### src/rtl/lsu_pkg.sv
package lsu_pkg;
  localparam int unsigned XLEN    = 32;
  localparam int unsigned LANES   = XLEN / 8;
  localparam int unsigned LSEL_W  = $clog2(LANES);
  localparam int unsigned SHAMT_W = $clog2(XLEN);

  typedef enum logic {SZ_WORD = 1'b0, SZ_BYTE = 1'b1} xfer_size_e;
endpackage

### src/rtl/lsu_offset_gen.sv
module lsu_offset_gen #(
  parameter int unsigned W       = 32,
  parameter int unsigned IMM_W   = 12,
  parameter int unsigned SHAMT_W = 5
) (
  input  logic               off_sel,
  input  logic [IMM_W-1:0]   imm_off,
  input  logic [W-1:0]       off_reg,
  input  logic [SHAMT_W-1:0] off_shamt,
  output logic [W-1:0]       offset
);
  logic [W-1:0] imm_ext;
  logic [W-1:0] reg_shl;

  always_comb begin
    imm_ext = {{(W-IMM_W){1'b0}}, imm_off};
    reg_shl = off_reg << off_shamt;
    offset  = off_sel ? reg_shl : imm_ext;
  end
endmodule

### src/rtl/lsu_addr_calc.sv
module lsu_addr_calc #(
  parameter int unsigned W = 32
) (
  input  logic [W-1:0] base_val,
  input  logic [W-1:0] offset,
  input  logic         req_pre,
  input  logic         req_up,
  input  logic         req_wb,
  output logic [W-1:0] xfer_addr,
  output logic [W-1:0] new_base,
  output logic         wb_want
);
  logic [W-1:0] moved;

  always_comb begin
    moved     = req_up ? (base_val + offset) : (base_val - offset);
    xfer_addr = req_pre ? moved : base_val;
    new_base  = moved;
    wb_want   = req_pre ? req_wb : 1'b1;
  end
endmodule

### src/rtl/lsu_lane_ctrl.sv
module lsu_lane_ctrl #(
  parameter int unsigned W = 32
) (
  input  logic                       is_byte,
  input  logic [$clog2(W/8)-1:0]     lane,
  input  logic [W-1:0]               st_data,
  output logic [W/8-1:0]             be,
  output logic [W-1:0]               wdata,
  output logic                       misaligned
);
  localparam int unsigned NL = W / 8;

  logic [W-1:0] rep;

  for (genvar k = 0; k < NL; k++) begin : g_rep
    assign rep[8*k +: 8] = st_data[7:0];
  end

  always_comb begin
    if (is_byte) begin
      be    = {{(NL-1){1'b0}}, 1'b1} << lane;
      wdata = rep;
    end else begin
      be    = {NL{1'b1}};
      wdata = st_data;
    end
    misaligned = !is_byte && (lane != '0);
  end
endmodule

### src/rtl/lsu_load_align.sv
module lsu_load_align #(
  parameter int unsigned W = 32
) (
  input  logic                   is_byte,
  input  logic [$clog2(W/8)-1:0] lane,
  input  logic [W-1:0]           rd_data,
  output logic [W-1:0]           result
);
  localparam int unsigned NL = W / 8;

  logic [7:0] lane_bytes [NL];

  for (genvar k = 0; k < NL; k++) begin : g_lane
    assign lane_bytes[k] = rd_data[8*k +: 8];
  end

  always_comb begin
    if (is_byte) result = {{(W-8){1'b0}}, lane_bytes[lane]};
    else         result = rd_data;
  end
endmodule

### src/rtl/ldst_addr_unit.sv
module ldst_addr_unit
  import lsu_pkg::*;
#(
  parameter int unsigned IMM_W = 12
) (
  input  logic               clk,
  input  logic               rst_n,
  input  logic               req_valid,
  input  logic               req_load,
  input  logic               req_byte,
  input  logic               req_pre,
  input  logic               req_up,
  input  logic               req_wb,
  input  logic               off_sel,
  input  logic [XLEN-1:0]    base_val,
  input  logic [IMM_W-1:0]   imm_off,
  input  logic [XLEN-1:0]    off_reg,
  input  logic [SHAMT_W-1:0] off_shamt,
  input  logic [XLEN-1:0]    st_data,
  input  logic [XLEN-1:0]    rd_data,
  output logic               mem_strobe,
  output logic               mem_write,
  output logic [XLEN-1:0]    mem_addr,
  output logic [LANES-1:0]   mem_be,
  output logic [XLEN-1:0]    mem_wdata,
  output logic               wb_en,
  output logic [XLEN-1:0]    wb_value,
  output logic               align_fault,
  output logic               ld_valid,
  output logic [XLEN-1:0]    ld_result
);
  logic [XLEN-1:0]   offset;
  logic [XLEN-1:0]   xfer_addr;
  logic              wb_want;
  logic              misaligned;
  xfer_size_e        size_now;

  logic              pend_q, pend_d;
  logic [LSEL_W-1:0] lane_q, lane_d;
  xfer_size_e        size_q, size_d;
  logic              cap_en;

  assign size_now = req_byte ? SZ_BYTE : SZ_WORD;

  lsu_offset_gen #(.W(XLEN), .IMM_W(IMM_W), .SHAMT_W(SHAMT_W)) u_off (
    .off_sel(off_sel), .imm_off(imm_off), .off_reg(off_reg),
    .off_shamt(off_shamt), .offset(offset)
  );

  lsu_addr_calc #(.W(XLEN)) u_addr (
    .base_val(base_val), .offset(offset), .req_pre(req_pre),
    .req_up(req_up), .req_wb(req_wb), .xfer_addr(xfer_addr),
    .new_base(wb_value), .wb_want(wb_want)
  );

  lsu_lane_ctrl #(.W(XLEN)) u_lane (
    .is_byte(size_now == SZ_BYTE), .lane(xfer_addr[LSEL_W-1:0]),
    .st_data(st_data), .be(mem_be), .wdata(mem_wdata),
    .misaligned(misaligned)
  );

  always_comb begin
    mem_addr    = xfer_addr;
    align_fault = req_valid && misaligned;
    mem_strobe  = req_valid && !misaligned;
    mem_write   = !req_load;
    wb_en       = mem_strobe && wb_want;
  end

  // capture the lane of an accepted load for the return cycle
  always_comb begin
    cap_en = mem_strobe && req_load;
    pend_d = cap_en;
    lane_d = cap_en ? xfer_addr[LSEL_W-1:0] : lane_q;
    size_d = cap_en ? size_now : size_q;
  end

  always_ff @(posedge clk or negedge rst_n) begin
    if (!rst_n) begin
      pend_q <= 1'b0;
      lane_q <= '0;
      size_q <= SZ_WORD;
    end else begin
      pend_q <= pend_d;
      lane_q <= lane_d;
      size_q <= size_d;
    end
  end

  lsu_load_align #(.W(XLEN)) u_ld (
    .is_byte(size_q == SZ_BYTE), .lane(lane_q),
    .rd_data(rd_data), .result(ld_result)
  );

  assign ld_valid = pend_q;
endmodule

### config.mk
export PLATFORM = sky130hd
export DESIGN_NAME = ldst_addr_unit
export DESIGN_NICKNAME = d
export VERILOG_FILES = /design/src/rtl/lsu_pkg.sv /design/src/rtl/lsu_offset_gen.sv /design/src/rtl/lsu_addr_calc.sv /design/src/rtl/lsu_lane_ctrl.sv /design/src/rtl/lsu_load_align.sv /design/src/rtl/ldst_addr_unit.sv
export SDC_FILE = /design/constraint.sdc
export NUM_CORES = 1
export LEC_CHECK = 0
export BUFFER_PORTS_ARGS = -buffer_cell sky130_fd_sc_hd__buf_4
export CORE_MARGIN = 4
export CORE_UTILIZATION = 44
export CTS_CLUSTER_SIZE = 20
export DETAILED_ROUTE_END_ITERATION = 10
export PLACE_DENSITY = 0.79
export SLEW_MARGIN = 20
export SYNTH_ARGS = -nofsm -noshare
export SYNTH_HDL_FRONTEND = slang
export SYNTH_HIERARCHICAL = 1
export SYNTH_SLANG_ARGS = --single-unit
### constraint.sdc
create_clock -name clk -period 5.8 [get_ports clk]
set_input_delay 0.58 -clock clk [delete_from_list [all_inputs] [get_ports clk]]
set_output_delay 0.58 -clock clk [all_outputs]
set_load 0.02 [all_outputs]
# ---- Word level (Yosys, flattened, before mapping)
# Cells that the tools add are included.
dict set report totals {
  ff_bits 4
  latchBits 0
  ram_bits 0
  rom_bits 0
  in_bits 154
  out_inout_bits 137
  elab_cells 29
  n_memories 0
}
dict set report classes {
  n_addsub 2
  multipliers 0
  div_mod_pow 0
  magnitude_cmp 1
  n_eq_ne 0
  shifts 2
  mux 11
  bitwise_logic 1
  n_reduce_logical 9
}
# op count
set ops {}
lappend ops {{32-bit two-way mux} 5}
lappend ops {{32-bit adder} 1}
lappend ops {{32-bit by 5-bit left shift with 32-bit output} 1}
lappend ops {{32-bit subtractor} 1}
lappend ops {{8-bit binary-select mux with 2-bit select} 1}
lappend ops {{8-bit two-way mux} 2}
lappend ops {{1-bit logical AND} 5}
lappend ops {{4-bit two-way mux} 1}
lappend ops {{1-bit by 2-bit left shift with 4-bit output, first input constant} 1}
lappend ops {{3-bit >= comparator, second input constant} 1}
lappend ops {{1-bit logical NOT} 3}
lappend ops {{2-bit NOT with 3-bit output} 1}
lappend ops {{1-bit two-way mux} 2}
lappend ops {{2-bit nonzero test} 1}

# ---- Longest topological paths before layout
dict set report depth {
  depth_word 10
  mapped_depth 24
}

# ---- Hierarchy
# The synthesis kept the hierarchy.
# mod instances cells_each area_per_inst_um2 seq_area_each_um2
set by_module_without_submodules {}
lappend by_module_without_submodules {lsu_addr_calc 1 397 2816.5 0.0}
lappend by_module_without_submodules {lsu_offset_gen 1 264 2058.2 0.0}
lappend by_module_without_submodules {lsu_load_align 1 64 506.7 0.0}
lappend by_module_without_submodules {lsu_lane_ctrl 1 75 461.7 0.0}
lappend by_module_without_submodules {ldst_addr_unit 1 13 191.4 100.1}

# ---- Least setup slack after synthesis
# Ideal clock, no wire load.
dict set report synth_path {
  kind {input -> output}
  startpoint {in off_shamt[0]}
  endpoint {out mem_addr[28]}
  arrival_time_ps 5661
  required_ps 5220
  setup_slack_ps -441
  cell_stages 22
  n_path_buf 3
  path_cell_list {buf_6 -> buf_6 -> mux4_2 -> mux2i_1 -> nor2_1 -> nor2_1 -> o2bb2ai_1 -> or4_4 -> or4_4 -> nor4_1 -> a21oi_1 -> xor2_1 -> ha_1 -> clkbuf_1 -> nand4_1 -> nor3_1 -> nor3b_1 -> o2111a_1 -> nor2_1 -> o21ai_0 -> xor2_1 -> mux2_2}
}
dict set report synth_via {
  elab_chain_cells 5
  elab_cells_between_ends 6
}
# item line_no
set synth_lines {}
lappend synth_lines {{from (decl)} ldst_addr_unit.sv:18} ;# input logic [SHAMT_W-1:0] off_shamt,
lappend synth_lines {{32-bit by 5-bit left shift with 32-bit output (*)} lsu_offset_gen.sv:17} ;# reg_shl = off_reg << off_shamt;
lappend synth_lines {{32-bit two-way mux (*)} lsu_offset_gen.sv:18} ;# offset = off_sel ? reg_shl : imm_ext;
lappend synth_lines {{via offset[11]} ldst_addr_unit.sv:32} ;# logic [XLEN-1:0] offset;
lappend synth_lines {{32-bit subtractor or 32-bit adder (tied branches)} lsu_addr_calc.sv:16} ;# moved = req_up ? (base_val + offset) : (base_val - offset);
lappend synth_lines {{32-bit two-way mux (*)} lsu_addr_calc.sv:16}
lappend synth_lines {{via wb_value[28]} ldst_addr_unit.sv:27} ;# output logic [XLEN-1:0] wb_value,
lappend synth_lines {{32-bit two-way mux (*)} lsu_addr_calc.sv:17} ;# xfer_addr = req_pre ? moved : base_val;
lappend synth_lines {{to (decl)} ldst_addr_unit.sv:23} ;# output logic [XLEN-1:0] mem_addr,
# The timed path passes the listed nets; every way through them passes the cells marked *.

# ---- Final worst setup path
dict set report layout_path {
  startpoint {in off_shamt[0]}
  endpoint {out mem_addr[28]}
}
dict set report layout_via {
  elab_chain_cells 5
  elab_cells_between_ends 6
}
# item line_no
set layout_lines {}
lappend layout_lines {{32-bit by 5-bit left shift with 32-bit output (*)} lsu_offset_gen.sv:17}
lappend layout_lines {{32-bit two-way mux (*)} lsu_offset_gen.sv:18}
lappend layout_lines {{via offset[11]} ldst_addr_unit.sv:32}
lappend layout_lines {{32-bit subtractor or 32-bit adder (tied branches)} lsu_addr_calc.sv:16}
lappend layout_lines {{32-bit two-way mux (*)} lsu_addr_calc.sv:16}
lappend layout_lines {{32-bit two-way mux (*)} lsu_addr_calc.sv:17}
# Marks and branches as above.

==> impl_metrics.yaml <==
run_status:
  outcome: "finished with violations"
  failed_checks: "negative setup slack"
power:
  power_leakage_uw: 0.00477
  p_per_area_nw_per_um2: 211
  peakVddDrop_mv: 0.110
critical_path:
  worst-path-max-fanout: 5
  worstPathArrival_ns: 5.49
  worst_setup_path_end_kind: "output pin"
  crit_path_start_kind: "primary input"
  crit_type: "in2out"
  worst_ep_required_time_ns: 5.22
  rrSetupSlack_ns: 4.44
  regToRegEndpoint: "size_q"
  rr_worst_depth: 1
  r2r_start: "size_q"
sta:
  max_freq_mhz: 165
  clock_skew_ns: 0
  setup_violations: 14
  period_needed_ns: 6.07
  rsz0062_at_grt: "yes"
  slew_violations: 0
  fin_crit_sh: 1.05
  hold_viol_final: 0
  worst_slack_ns: -0.265
  tightest_slew_ns: 1.02
  maxSlewHeadroom: 0.318
drt:
  wire_per_inst_um: 18.3
  drtIter0Drc: 792
  drt_pass1_iterations: 6
  vias_per_cell: 5.76
  drt-total-wl_um: 25100
  drc: 0
  num_vias: 7909
  ant_nets: 0
synth:
  synth_top_area_cell: "mux2_2"
  post-synth-top-area-fraction: 0.118
  synth_area_per_cell_um2: 7.42
  synth-warning-count: 6
  ys_seq_area_frac: 0.0166
  synth_area_um2: 6030
  synthTopCellsByArea: "mux2_2, ha_1, mux2i_1"
  async_flop_share: 1.00
  yosys_most_used_dff: "dfrtp_1"
  synthDistinctLibCells: 82
  synth-seq-cells: 4
  synth-edff-count: 0
  syn_nets: 1007
  netlist_instances: 813
place:
  place_ws_ns: -0.248
  dp_hpwl_um: 19900
  dpl.cell_count: 1345
  dpl_cell_area_um2: 9110
  numPortBuffers: 290
  globalplace.congestion: 1.02
layout:
  instances_no_fill: 1374
  fillerInstances: 1041
  area_growth_pct: 62.1
  finalNetCount: 1394
  final_common_cell: "buf_4"
  mostFrequentLayoutCells: "buf_4, nor2_1, mux2_2"
  insertedDiodeCount: 0
  final_cell_area_um2: 9780
  drive_above_1_share: 0.516
grt:
  grt_use_met2: 0.477
  track_usage: 0.277
  grt_pass1_vias: 7338
  grt_pass1_wl_um: 37000
  use_met3: 0.0337
  grt_max_degree: 39
  antenna_found_initial: 0
  busiest_layer: "met2"
  gr-total-overflow: 0
  use_met1: 0.368
clock_tree:
  clockBufferDepth: 2
  ctsHtreeMaxLevel: 1
  cts_buffers: 3
  cts_root_buf: "clkbuf_16"
  clock_latency_ns: 0.22
  cts_tree: "yes"
  path_clk_slew_ns: 0.03
  clock_sinks: 4
die:
  fp-row-count: 42
  initial_core_util: 0.452
  io_pins: 291
  dieWidth_um: 125
  dieArea_um2: 15700
  fp.dieH_um: 125
  coreArea_um2: 13300
worst_hold_path:
  hold_path.class: "in2async"
flow_run:
  max_cap_viol_count: 0
[metrics by stage]
stage	hold WS, ns	total power, uW	util	TNS (ns)
after floorplan	0.284	1070	-	-0.170
after global placement	0.375	1750	0.683	-0.379
after detailed placement	0.377	1780	0.683	-1.23
after CTS	0.141	1940	0.709	-0.325
after global routing	0.143	2180	0.733	-5.71
final	0.146	2060	0.733	-1.78
[worst max path at each step]
stage	startpoint	endpoint	slack (ns)	depth (start not counted)
after floorplan	off_shamt[0]	mem_addr[28]	-0.09	21
after global placement	off_shamt[0]	mem_addr[30]	-0.15	21
after detailed placement	off_shamt[0]	mem_addr[30]	-0.25	21
after CTS	off_shamt[0]	mem_addr[30]	-0.12	21
after global routing	off_shamt[0]	mem_addr[28]	-0.43	22
final	off_shamt[0]	mem_addr[28]	-0.27	22
[metal layers]
layer  share of wire  up-vias
met5               0        -
met4           0.027        0
met3           0.079       68
met2            0.49      469
met1            0.41     3628
li1                -     3744
[worst max-delay path, stage by stage]
cell       delay [ns]
buf_12           0.09
mux4_2           0.53
mux2i_2          0.19
nor2_1           0.09
nor2_2           0.19
o2bb2ai_2        0.08
or4_4            0.49
or4_4            0.57
nor4_4           0.28
nor2_1           0.10
xnor2_1          0.23
ha_1             0.32
a21oi_1          0.15
nand2_1          0.07
a221o_1          0.32
a41o_1           0.27
buf_6            0.13
nor2_4           0.12
o21ai_2          0.09
xor2_2           0.17
mux2_4           0.28
buf_6            0.13
[area by class of cell]
| type | count | area [um2] | area share |
|---|---|---|---|
| tap | 176 | 220 | 0.0225 |
| sequential | 4 | 100 | 0.0102 |
| clock buffer | 3 | 75.1 | 0.00768 |
| multi-input combinational | 702 | 5800 | 0.593 |
| timing repair buffer | 434 | 3380 | 0.345 |
| inverter | 55 | 206 | 0.0211 |
[state kept, by name, indices dropped and copies added, names as in the netlist]
name,flops
size_q,1
lane_q,2
ld_valid,1
[cell usage after synthesis, types with 4 or more instances]
library cell	count
o21ai_1	7
nand4_1	4
buf_4	10
nor4_1	8
a221oi_1	7
and4bb_2	4
nand2_1	51
mux4_2	13
buf_2	10
clkbuf_1	17
a31oi_1	5
inv_1	54
dfrtp_1	4
nor2_1	76
o21bai_1	4
nand2b_1	15
mux2i_1	40
xnor2_1	21
a211oi_1	8
o21ai_2	18
mux2_2	63
and2_1	9
and2b_1	4
ha_1	39
and4bb_1	4
o2bb2ai_1	10
a21oi_1	63
o21ai_0	40
or2_2	4
nor3b_1	7
a21o_1	8
nor3_1	15
nor2b_1	29
nand3_1	13
xor2_1	39
o22ai_1	16
buf_6	8
[cells by family (layout without fill, tap and decap cells)]
family	count (synthesis)	in the layout	synth area share
and+or+nand+nor	259	259	0.230
buffers and inverters	107	492	0.0923
xor gates and xnor gates	61	61	0.0898
DFF	4	4	0.0166
AOI/OAI and AO/OA	223	223	0.248
adders and majority gates	40	40	0.0842
muxes	119	119	0.240
[what timing repair did]
item | CTS | global route
endpoints found under the setup margin | 13 | 31
buffers inserted | 18 | 10
hold buffers | 0 | 0
gates resized for setup | 29 | 64
gates cloned | 1 | 0
pin swaps | 26 | 27
[power breakdown]
part | switching (uW) | total, uW | internal [uW]
sequential | 34.3 | 67.8 | 33.5
clock | 21.2 | 109 | 88.3
combinational | 987 | 1890 | 899
total | 1040 | 2060 | 1020
Power figures use the tool's default switching activity.
